`src/rtl/stmix_pkg.sv`:
```
package stmix_pkg;
    localparam int CODE_W = 5;
    localparam int SEL_W  = 2;

    typedef enum logic [SEL_W-1:0] {
        SRC_MUTE  = 2'b00,
        SRC_LEFT  = 2'b01,
        SRC_RIGHT = 2'b10,
        SRC_MEAN  = 2'b11
    } src_sel_e;
endpackage

```
`src/rtl/stmix_mean.sv`:
```
module stmix_mean #(
    parameter int SAMPLE_W = 24
) (
    input  logic signed [SAMPLE_W-1:0] a_in,
    input  logic signed [SAMPLE_W-1:0] b_in,
    output logic signed [SAMPLE_W-1:0] mean_out
);
    localparam int SUM_W = SAMPLE_W + 1;

    logic signed [SUM_W-1:0] sum_wide;

    // guard bit keeps the sum exact; dropping bit 0 halves toward -inf
    assign sum_wide = {a_in[SAMPLE_W-1], a_in} + {b_in[SAMPLE_W-1], b_in};
    assign mean_out = sum_wide[SUM_W-1:1];
endmodule

```
`src/rtl/stmix_route.sv`:
```
module stmix_route
    import stmix_pkg::*;
#(
    parameter int SAMPLE_W = 24
) (
    input  src_sel_e                   sel,
    input  logic signed [SAMPLE_W-1:0] left_in,
    input  logic signed [SAMPLE_W-1:0] right_in,
    input  logic signed [SAMPLE_W-1:0] mean_in,
    output logic signed [SAMPLE_W-1:0] mix_out
);
    always_comb begin
        unique case (sel)
            SRC_MUTE:  mix_out = '0;
            SRC_LEFT:  mix_out = left_in;
            SRC_RIGHT: mix_out = right_in;
            SRC_MEAN:  mix_out = mean_in;
            default:   mix_out = '0;
        endcase
    end
endmodule

```
`src/rtl/stmix_core.sv`:
```
module stmix_core
    import stmix_pkg::*;
#(
    parameter int SAMPLE_W = 24
) (
    input  logic                       clk,
    input  logic                       rst_n,
    input  logic                       in_valid,
    input  logic signed [SAMPLE_W-1:0] in_left,
    input  logic signed [SAMPLE_W-1:0] in_right,
    input  logic [CODE_W-1:0]          mix_code,
    output logic signed [SAMPLE_W-1:0] out_a,
    output logic signed [SAMPLE_W-1:0] out_b,
    output logic                       out_valid
);
    localparam int NCH      = 2;
    localparam int SWAP_BIT = CODE_W - 1;

    logic signed [SAMPLE_W-1:0] mean_w;
    logic signed [SAMPLE_W-1:0] mix_w [NCH];
    logic [SEL_W-1:0]           field_w [NCH];

    stmix_mean #(.SAMPLE_W(SAMPLE_W)) u_mean (
        .a_in    (in_left),
        .b_in    (in_right),
        .mean_out(mean_w)
    );

    // channel 0 = A (upper field), channel 1 = B (lower field)
    assign field_w[0] = mix_code[2*SEL_W-1:SEL_W];
    assign field_w[1] = mix_code[SEL_W-1:0];

    for (genvar ch = 0; ch < NCH; ch++) begin : g_chan
        localparam int OTHER = NCH - 1 - ch;
        logic [SEL_W-1:0] pick;
        assign pick = mix_code[SWAP_BIT] ? field_w[OTHER] : field_w[ch];

        stmix_route #(.SAMPLE_W(SAMPLE_W)) u_route (
            .sel     (src_sel_e'(pick)),
            .left_in (in_left),
            .right_in(in_right),
            .mean_in (mean_w),
            .mix_out (mix_w[ch])
        );
    end

    always_ff @(posedge clk) begin
        if (!rst_n) begin
            out_a     <= '0;
            out_b     <= '0;
            out_valid <= 1'b0;
        end else begin
            out_valid <= in_valid;
            if (in_valid) begin
                out_a <= mix_w[0];
                out_b <= mix_w[1];
            end
        end
    end

    AST_HOLD_IDLE: assert property (@(posedge clk) disable iff (!rst_n)
        !in_valid |=> ($stable(out_a) && $stable(out_b) && !out_valid));

    AST_STROBE_FOLLOWS: assert property (@(posedge clk) disable iff (!rst_n)
        in_valid |=> out_valid);

    AST_MUTE_ZERO: assert property (@(posedge clk) disable iff (!rst_n)
        (in_valid && mix_code == 5'b00000) |=> (out_a == '0 && out_b == '0));

    AST_NO_OVERFLOW: assert property (@(posedge clk) disable iff (!rst_n)
        (in_valid && mix_code == 5'b01111) |=>
        ((out_a >= $past(in_left) || out_a >= $past(in_right)) &&
         (out_a <= $past(in_left) || out_a <= $past(in_right))));

    AST_RESET_QUIET: assert property (@(posedge clk)
        !rst_n |=> (!out_valid && out_a == '0 && out_b == '0));
endmodule

```
`config.mk`:
```
export PLATFORM = sky130hd
export DESIGN_NAME = stmix_core
export DESIGN_NICKNAME = d
export VERILOG_FILES = /design/src/rtl/stmix_pkg.sv /design/src/rtl/stmix_mean.sv /design/src/rtl/stmix_route.sv /design/src/rtl/stmix_core.sv
export SDC_FILE = /design/constraint.sdc
export NUM_CORES = 1
export LEC_CHECK = 0
export BUFFER_PORTS_ARGS = -buffer_cell sky130_fd_sc_hd__buf_4
export CORE_MARGIN = 4
export CORE_UTILIZATION = 30
export DETAILED_ROUTE_END_ITERATION = 12
export GPL_TIMING_DRIVEN = 0
export REMOVE_ABC_BUFFERS = 1
export SYNTH_ARGS = -nofsm -noshare
export SYNTH_HDL_FRONTEND = slang
export SYNTH_SLANG_ARGS = --single-unit
```
`constraint.sdc`:
```
create_clock -name clk -period 3.2 [get_ports clk]
set_clock_uncertainty 0.15 [all_clocks]
set_input_delay 0.48 -clock clk [delete_from_list [all_inputs] [get_ports clk]]
set_output_delay 0.48 -clock clk [all_outputs]
set_load 0.005 [all_outputs]
```
# Yosys cells after proc, flatten, opt, wreduce, memory -nomap -nowiden
# Index checks and enable logic that the tools add are counted.
# op_classes
eq_ne	6
muxes	4
n_addsub	1
reduce_logical	2
# ops
op	count
24-bit one-hot mux with 4 select lines	2
24-bit by 24-bit adder with 25-bit output	1
2-bit == test, second input constant	4
2-bit by 1-bit == test with 1-bit output, second input constant	2
2-bit logical NOT	2
2-bit two-way mux	2
# word_totals
wordCells	16
input_bits	56
output_inout_bits	49
reg_bits	49

# Longest topological paths before layout
# Gate-level depths: netlist (run 1).
# depth
ltp_word	3
ltp_mapped	9
depth_no_buf	9

# Modules after synthesis
# Synthesis (run 1) repeated with hierarchy kept, for this count alone.
# hier_totals
hier_cells	446
hier_area_um2	4479.3
# by_module_without_submodules
module	instances	area_per_inst_um2	cells_per_inst
stmix_core	1	1898.1	161
stmix_route	2	666.9	58
stmix_mean	1	1247.4	169

# Worst setup path after synthesis (run 1)
# Ideal clock, no wire load.
# synth_path
path_type	input -> register
start	input in_left[2]
end	register out_b[19]
arrival_time_ns	2.244
n_path_buf	0
setup_ns	0.135
path_slack_ns	0.672
path_stages	8
path_cell_list	ha_1 nor2b_4 o31a_1 o21a_1 a221o_1 a31o_1 mux2i_1 o211ai_1
# synth_via
elab_chain_len	2
# synth_lines
item	line_no	text
start: declaration	stmix_core.sv:9	input logic signed [SAMPLE_W-1:0] in_left,
24-bit by 24-bit adder with 25-bit output	stmix_mean.sv:13	assign sum_wide = {a_in[SAMPLE_W-1], a_in} + {b_in[SAMPLE_W-1], b_in};
24-bit one-hot mux with 4 select lines	stmix_route.sv:13	unique case (sel)
end signal: assignment	stmix_core.sv:56	out_b <= mix_w[1];
end: declaration	stmix_core.sv:13	output logic signed [SAMPLE_W-1:0] out_b,
# No other way between the ends.
# A chain may end at the register's enable or synchronous reset.

==> impl_metrics.env, run 1 <==
export IMPL_synth_top_area_cell="dfxtp_1"
export IMPL_yosysSeqAreaShare_pct=23.8
export IMPL_drt_iter0_markers=508
export IMPL_netlist_area_leader_share_pct=23.8
export IMPL_routedWlPerCell_um=18.8
export IMPL_period_share_pct=86.0
export IMPL_die_w_um=125
export IMPL_critPathKind="primary input to flip-flop"
export IMPL_cp_depth=6
export IMPL_grt_pass1_wl_um=24000
export IMPL_drive_above_1_share_pct=19.8
export IMPL_ys_warn_count=0
export IMPL_clk_pin_slew_ns=0.07
export IMPL_die_area_mm2=0.0157
export IMPL_max_cap_violations=0
export IMPL_fp_dieH_um=125
export IMPL_io_pins=105
export IMPL_synth_cell_types=55
export IMPL_cpPeakStageDelay_ns=0.82
export IMPL_crit_fanout=53
export IMPL_postRouteAntennaNets=0
export IMPL_grt_pass1_vias=4550
export IMPL_drc=0
export IMPL_r2r_slack_ns=1.62
export IMPL_synth_edf_count=0
export IMPL_port_buffers=104
export IMPL_synth_avg_cell_area_um2=7.66
export IMPL_place_gp_congestion=0.890
export IMPL_ys_seq_elements=49
export IMPL_netlist_area_mm2=0.00413
export IMPL_rsz0062_at_grt="no"
export IMPL_setup_violations=0
export IMPL_numCtsBuffers=5
export IMPL_layout_min_cycle_time_ns=2.75
export IMPL_n_antenna_cell=0
export IMPL_critical_path_slowest_cell="o311a_1"
export IMPL_worstReg2RegEnd="out_a[21]$_SDFFE_PN0P_"
export IMPL_hold_path_class="primary input to flip-flop"
export IMPL_worst_r2r_cell_count=5
export IMPL_total_power_mw=1.91
export IMPL_cts_resized=0
export IMPL_outcome="finished clean"
export IMPL_async_flop_share_pct=0
export IMPL_clock_latency_ns=0.30
export IMPL_grt_start_max_net_pins=55
export IMPL_setup_ws_ns=0.447
export IMPL_syn_inst=539
export IMPL_wirelength_um=14900
export IMPL_final_area_mm2=0.00521
export IMPL_slew_headroom_pct=32.2
export IMPL_r2r_start="out_a[21]$_SDFFE_PN0P_"
export IMPL_cts_sinks=49
export IMPL_htree_levels=2
export IMPL_p_leak_nw=2.16
export IMPL_cts_buffer_depth=2
export IMPL_start_util_pct=30.9
export IMPL_fmax_ghz=0.363
export IMPL_arrival_ns=2.85
export IMPL_endpoint_kind="flip-flop"
export IMPL_firstDrtPassIters=5
export IMPL_ys_flop_type="dfxtp_1"
export IMPL_instances_no_fill=793
export IMPL_cts_tree="yes"
export IMPL_final_fill_count=1399
export IMPL_path_cells="buf_4 -> o311a_1 -> o21ai_0 -> or4b_1 -> mux2i_1 -> or2_1"
export IMPL_min_delay_start="in_left[22]"
export IMPL_required_ns=3.29
export IMPL_core_area_mm2=0.0133
export IMPL_rows=42
export IMPL_cp_top_family="compound AO/OA/AOI/OAI gates"
export IMPL_hold_buffers=0
export IMPL_grt_use_total_pct=18.6
export IMPL_dp_slack_ns=0.149
export IMPL_power_density_mw_per_mm2=366
export IMPL_dp_cells=785
export IMPL_hold_viol_final=0
export IMPL_ir_drop_v=0.000221
export IMPL_via_per_inst=5.81
export IMPL_worst_pin_slew_ns=0.995
export IMPL_dpl_hpwl_um=10500
export IMPL_cts_setup_buffers=0
export IMPL_critPathLaunchType="primary input"
export IMPL_grt_overflow=0
export IMPL_root_buffer="clkbuf_16"
export IMPL_worst_path_buf_inv=1
export IMPL_setup_worst_path_start="in_valid"
export IMPL_nets=696
export IMPL_drv_slew=0
export IMPL_area_growth_pct=26.2
export IMPL_dpl_instance_area_mm2=0.00507
export IMPL_ys_top_cells_by_area="dfxtp_1 24%, ha_1 7.0%, a221oi_1 6.4%"
export IMPL_antenna_found_initial=0
export IMPL_vias=4608
export IMPL_endpoint="out_a[21]$_SDFFE_PN0P_"
## placed cells by master, fill, tap and decap left out, types with 10 or more instances in the layout
cell and instances:
o22ai_1 23, o21ai_1 12, nand3_1 18, a222oi_1 10
dfxtp_1 49, ha_1 23, and2_1 19, nor2_1 19
a221oi_1 30, o211a_1 10, a21o_1 10, inv_1 25
o21ai_0 34, a21oi_1 31, nand2_1 35, o21a_1 11
nor2b_1 30, buf_4 104, nor3_1 14
## flip-flops by register name (all words and copies together), names as in the netlist
signal,cells
out_a,24
out_b,24
out_valid,1
## tightest hold or removal path, cell delays in order
cell and delay, ns:
buf_4 0.10, a221oi_1 0.07, a21oi_1 0.11
## area by class of cell
cell class | count | area [µm²] | area share [%]
clock buffer | 6 | 129 | 2.47
clock inverter | 2 | 10.0 | 0.192
inverter | 26 | 97.6 | 1.87
multi-input combinational | 430 | 2990 | 57.4
sequential | 49 | 981 | 18.8
tap | 176 | 220 | 4.23
timing repair buffer | 104 | 781 | 15.0
## Yosys cell counts, types with 4 or more instances
| cell | n |
|---|---|
| a21o_1 | 10 |
| nand4_1 | 4 |
| nor2b_1 | 30 |
| nor2_1 | 19 |
| nor3_1 | 14 |
| clkbuf_1 | 30 |
| inv_1 | 25 |
| and2_1 | 19 |
| nand3_1 | 18 |
| o22ai_1 | 23 |
| a21oi_1 | 31 |
| dfxtp_1 | 49 |
| mux2i_1 | 10 |
| o211a_1 | 10 |
| o211ai_1 | 5 |
| ha_1 | 23 |
| or4b_1 | 4 |
| a31oi_1 | 4 |
| nand2b_1 | 9 |
| o21ai_1 | 14 |
| or3_1 | 6 |
| o21ai_0 | 34 |
| o21a_1 | 11 |
| xnor2_1 | 7 |
| a22oi_1 | 9 |
| a222oi_1 | 10 |
| a221oi_1 | 30 |
| nand2_1 | 35 |
## routing by layer
metal  wire length (µm)  vias to the layer above  track usage (%)  share of wire [%]
li1                   -                     2224                -                  -
met5                  0                        -                0                  0
met3                929                       11             4.18                6.2
met4                145                        0             4.91               0.97
met1               7000                     2214             25.4                 47
met2               6830                      159             29.6                 46
## logic make-up (layout without fill, tap and decap cells)
group | count (synthesis) | in the layout | synth area share [%]
AOI/OAI and AO/OA | 217 | 217 | 36.6
and+or+nand+nor | 169 | 169 | 22.1
buffers and inverters | 60 | 138 | 5.55
DFF | 49 | 49 | 23.8
adders and majority gates | 24 | 24 | 7.45
xor gates and xnor gates | 10 | 10 | 2.12
muxes | 10 | 10 | 2.42
## per-stage QoR
stage | setup TNS [ns] | util, % | hold WS, ns
after floorplan | 0 | - | 0.402
after global placement | -15.50 | 37.4 | 0.413
after detailed placement | 0 | 38.0 | 0.423
after CTS | 0 | 39.0 | 0.334
after global routing | 0 | 39.0 | 0.347
final | 0 | 39.0 | 0.340
## where the power goes
group          switching, mW  internal, mW
Sequential            0.0194         0.647
Clock                  0.249         0.288
Combinational          0.402         0.302
Total                  0.670          1.24
## worst min-delay path by stage
stage	to	slack, ns	depth (start not counted)
3_5_place_dp	out_a[23]$_SDFFE_PN0P_	0.42	4
3_3_place_gp	out_b[23]$_SDFFE_PN0P_	0.41	4
5_1_grt	out_a[13]$_SDFFE_PN0P_	0.35	3
4_1_cts	out_b[22]$_SDFFE_PN0P_	0.33	3
6_report	out_b[22]$_SDFFE_PN0P_	0.34	3
2_1_floorplan	out_a[23]$_SDFFE_PN0P_	0.40	4
(Power assumes the default switching activity.)
==> inputs of run 2 (changes only) <==
--- a/config.mk
+++ b/config.mk
@@ -6,7 +6,7 @@
 export NUM_CORES = 1
 export LEC_CHECK = 0
 export BUFFER_PORTS_ARGS = -buffer_cell sky130_fd_sc_hd__buf_4
-export CORE_MARGIN = 4
+export CORE_MARGIN = 3
 export CORE_UTILIZATION = 30
 export DETAILED_ROUTE_END_ITERATION = 12
 export GPL_TIMING_DRIVEN = 0
==> run 2 against run 1 <==
  * First-iteration DRC count grew 0.20%
  * Sequential share of layout area about the same
  * Setup slack got worse by 0.016 ns
  * Critical endpoint is now out_a[19]$_SDFFE_PN0P_
  * Sequential power about the same
  * Hold slack improved by 0.0053 ns
  * Via count down 1.8%
  * Wire length fell by 1.9%
==> impl_metrics.env, run 2 (synthesized netlist as in run 1, its figures left out) <==
export IMPL_ir_drop_v=0.000177
export IMPL_fmax_ghz=0.361
export IMPL_critPathLaunchType="primary input"
export IMPL_firstDrtPassIters=5
export IMPL_worst_r2r_cell_count=5
export IMPL_max_cap_violations=0
export IMPL_core_area_mm2=0.0133
export IMPL_hold_path_class="primary input to flip-flop"
export IMPL_total_power_mw=1.92
export IMPL_grt_overflow=0
export IMPL_layout_min_cycle_time_ns=2.77
export IMPL_root_buffer="clkbuf_16"
export IMPL_grt_use_total_pct=19.2
export IMPL_io_pins=105
export IMPL_place_gp_congestion=0.868
export IMPL_arrival_ns=2.84
export IMPL_grt_pass1_vias=4405
export IMPL_port_buffers=104
export IMPL_p_leak_nw=2.16
export IMPL_cts_tree="yes"
export IMPL_numCtsBuffers=5
export IMPL_fp_dieH_um=123
export IMPL_drive_above_1_share_pct=19.9
export IMPL_power_density_mw_per_mm2=368
export IMPL_grt_pass1_wl_um=22900
export IMPL_top_regs="out_a x24, out_b x24, out_valid x1"
export IMPL_setup_violations=0
export IMPL_worstReg2RegEnd="out_b[21]$_SDFFE_PN0P_"
export IMPL_area_growth_pct=26.3
export IMPL_min_delay_start="in_right[22]"
export IMPL_worst_pin_slew_ns=0.954
export IMPL_required_ns=3.27
export IMPL_dpl_hpwl_um=10300
export IMPL_hold_end="out_a[22]$_SDFFE_PN0P_"
export IMPL_hold_buffers=0
export IMPL_grt_start_max_net_pins=55
export IMPL_drt_iter0_markers=509
export IMPL_timing_hold_ws_ns=0.345
export IMPL_cts_buffer_depth=2
export IMPL_r2r_start="out_b[21]$_SDFFE_PN0P_"
export IMPL_drc=0
export IMPL_min_path_cells=3
export IMPL_routedWlPerCell_um=18.4
export IMPL_crit_fanout=53
export IMPL_die_area_mm2=0.0152
export IMPL_path_cells="buf_4 -> o311a_1 -> o21ai_0 -> or4b_1 -> o211ai_1"
export IMPL_htree_levels=2
export IMPL_slew_headroom_pct=35.0
export IMPL_cpPeakStageDelay_ns=0.86
export IMPL_clk_pin_slew_ns=0.07
export IMPL_drv_slew=0
export IMPL_setup_worst_path_start="in_valid"
export IMPL_final_cell_mix="104 x buf_4, 49 x dfxtp_1, 35 x nand2_1"
export IMPL_rsz0062_at_grt="no"
export IMPL_antenna_found_initial=0
export IMPL_vias=4526
export IMPL_die_w_um=123
export IMPL_critical_path_slowest_cell="o311a_1"
export IMPL_final_fill_count=1400
export IMPL_clock_latency_ns=0.30
export IMPL_postRouteAntennaNets=0
export IMPL_cts_sinks=49
export IMPL_cts_resized=0
export IMPL_critPathKind="primary input to flip-flop"
export IMPL_r2r_slack_ns=1.58
export IMPL_via_per_inst=5.71
export IMPL_period_share_pct=86.5
export IMPL_utilization_pct=39.1
export IMPL_cts_setup_buffers=0
export IMPL_hold_viol_final=0
export IMPL_rows=42
export IMPL_n_antenna_cell=0
export IMPL_outcome="finished clean"
export IMPL_start_util_pct=30.9
export IMPL_nets=696
export IMPL_endpoint_kind="flip-flop"
export IMPL_final_common_cell="buf_4"
export IMPL_wirelength_um=14600
## run 2: layout make-up
class                      count  area (µm²)  area share (%)
multi-input combinational    430        2990            57.4
sequential                    49         981            18.8
timing repair buffer         104         781            15.0
tap                          176         220            4.22
clock buffer                   5         125            2.40
inverter                      26        97.6            1.87
clock inverter                 3        17.5           0.336
## run 2: critical path, delay by kind of cell
| kind | cells | cell delay (ns) |
|---|---|---|
| AOI/OAI and AO/OA | 3 | 1.34 |
| buffers and inverters | 1 | 0.46 |
| and+or+nand+nor | 1 | 0.54 |
## run 2: per-layer routing
layer / part of all wire (%) / global-route usage, % / wire length [µm] / vias up
met1: 46 / 26.3 / 6750 / 2106
met2: 45 / 30.4 / 6630 / 179
met4: 1.2 / 6.09 / 179 / 0
li1: - / - / - / 2225
met3: 7.3 / 3.61 / 1070 / 16
met5: 0 / 0 / 0 / -
## run 2: worst max path at each step
| stage | slack (ns) | to | cells after the start |
|---|---|---|---|
| 4_1_cts | 0.46 | out_a[21]$_SDFFE_PN0P_ | 6 |
| 5_1_grt | 0.24 | out_b[21]$_SDFFE_PN0P_ | 6 |
| 3_5_place_dp | 0.14 | out_b[21]$_SDFFE_PN0P_ | 6 |
| 3_3_place_gp | -0.49 | out_b[17]$_SDFFE_PN0P_ | 8 |
| 2_1_floorplan | 0.67 | out_b[19]$_SDFFE_PN0P_ | 8 |
| 6_report | 0.43 | out_a[19]$_SDFFE_PN0P_ | 5 |
## run 2: metrics by stage
stage | instances | instance area (µm²) | setup TNS, ns | worst slack (ns)
2_1_floorplan | 505 | 4000 | 0 | 0.671
3_3_place_gp | 785 | 5000 | -15.83 | -0.489
3_5_place_dp | 785 | 5070 | 0 | 0.141
4_1_cts | 793 | 5210 | 0 | 0.464
5_1_grt | 793 | 5210 | 0 | 0.239
6_report | 793 | 5210 | 0 | 0.431
## run 2: power by group
part | total, mW | switching [mW] | internal [mW]
registers | 0.667 | 0.0197 | 0.647
clock network | 0.552 | 0.264 | 0.288
logic | 0.702 | 0.399 | 0.302
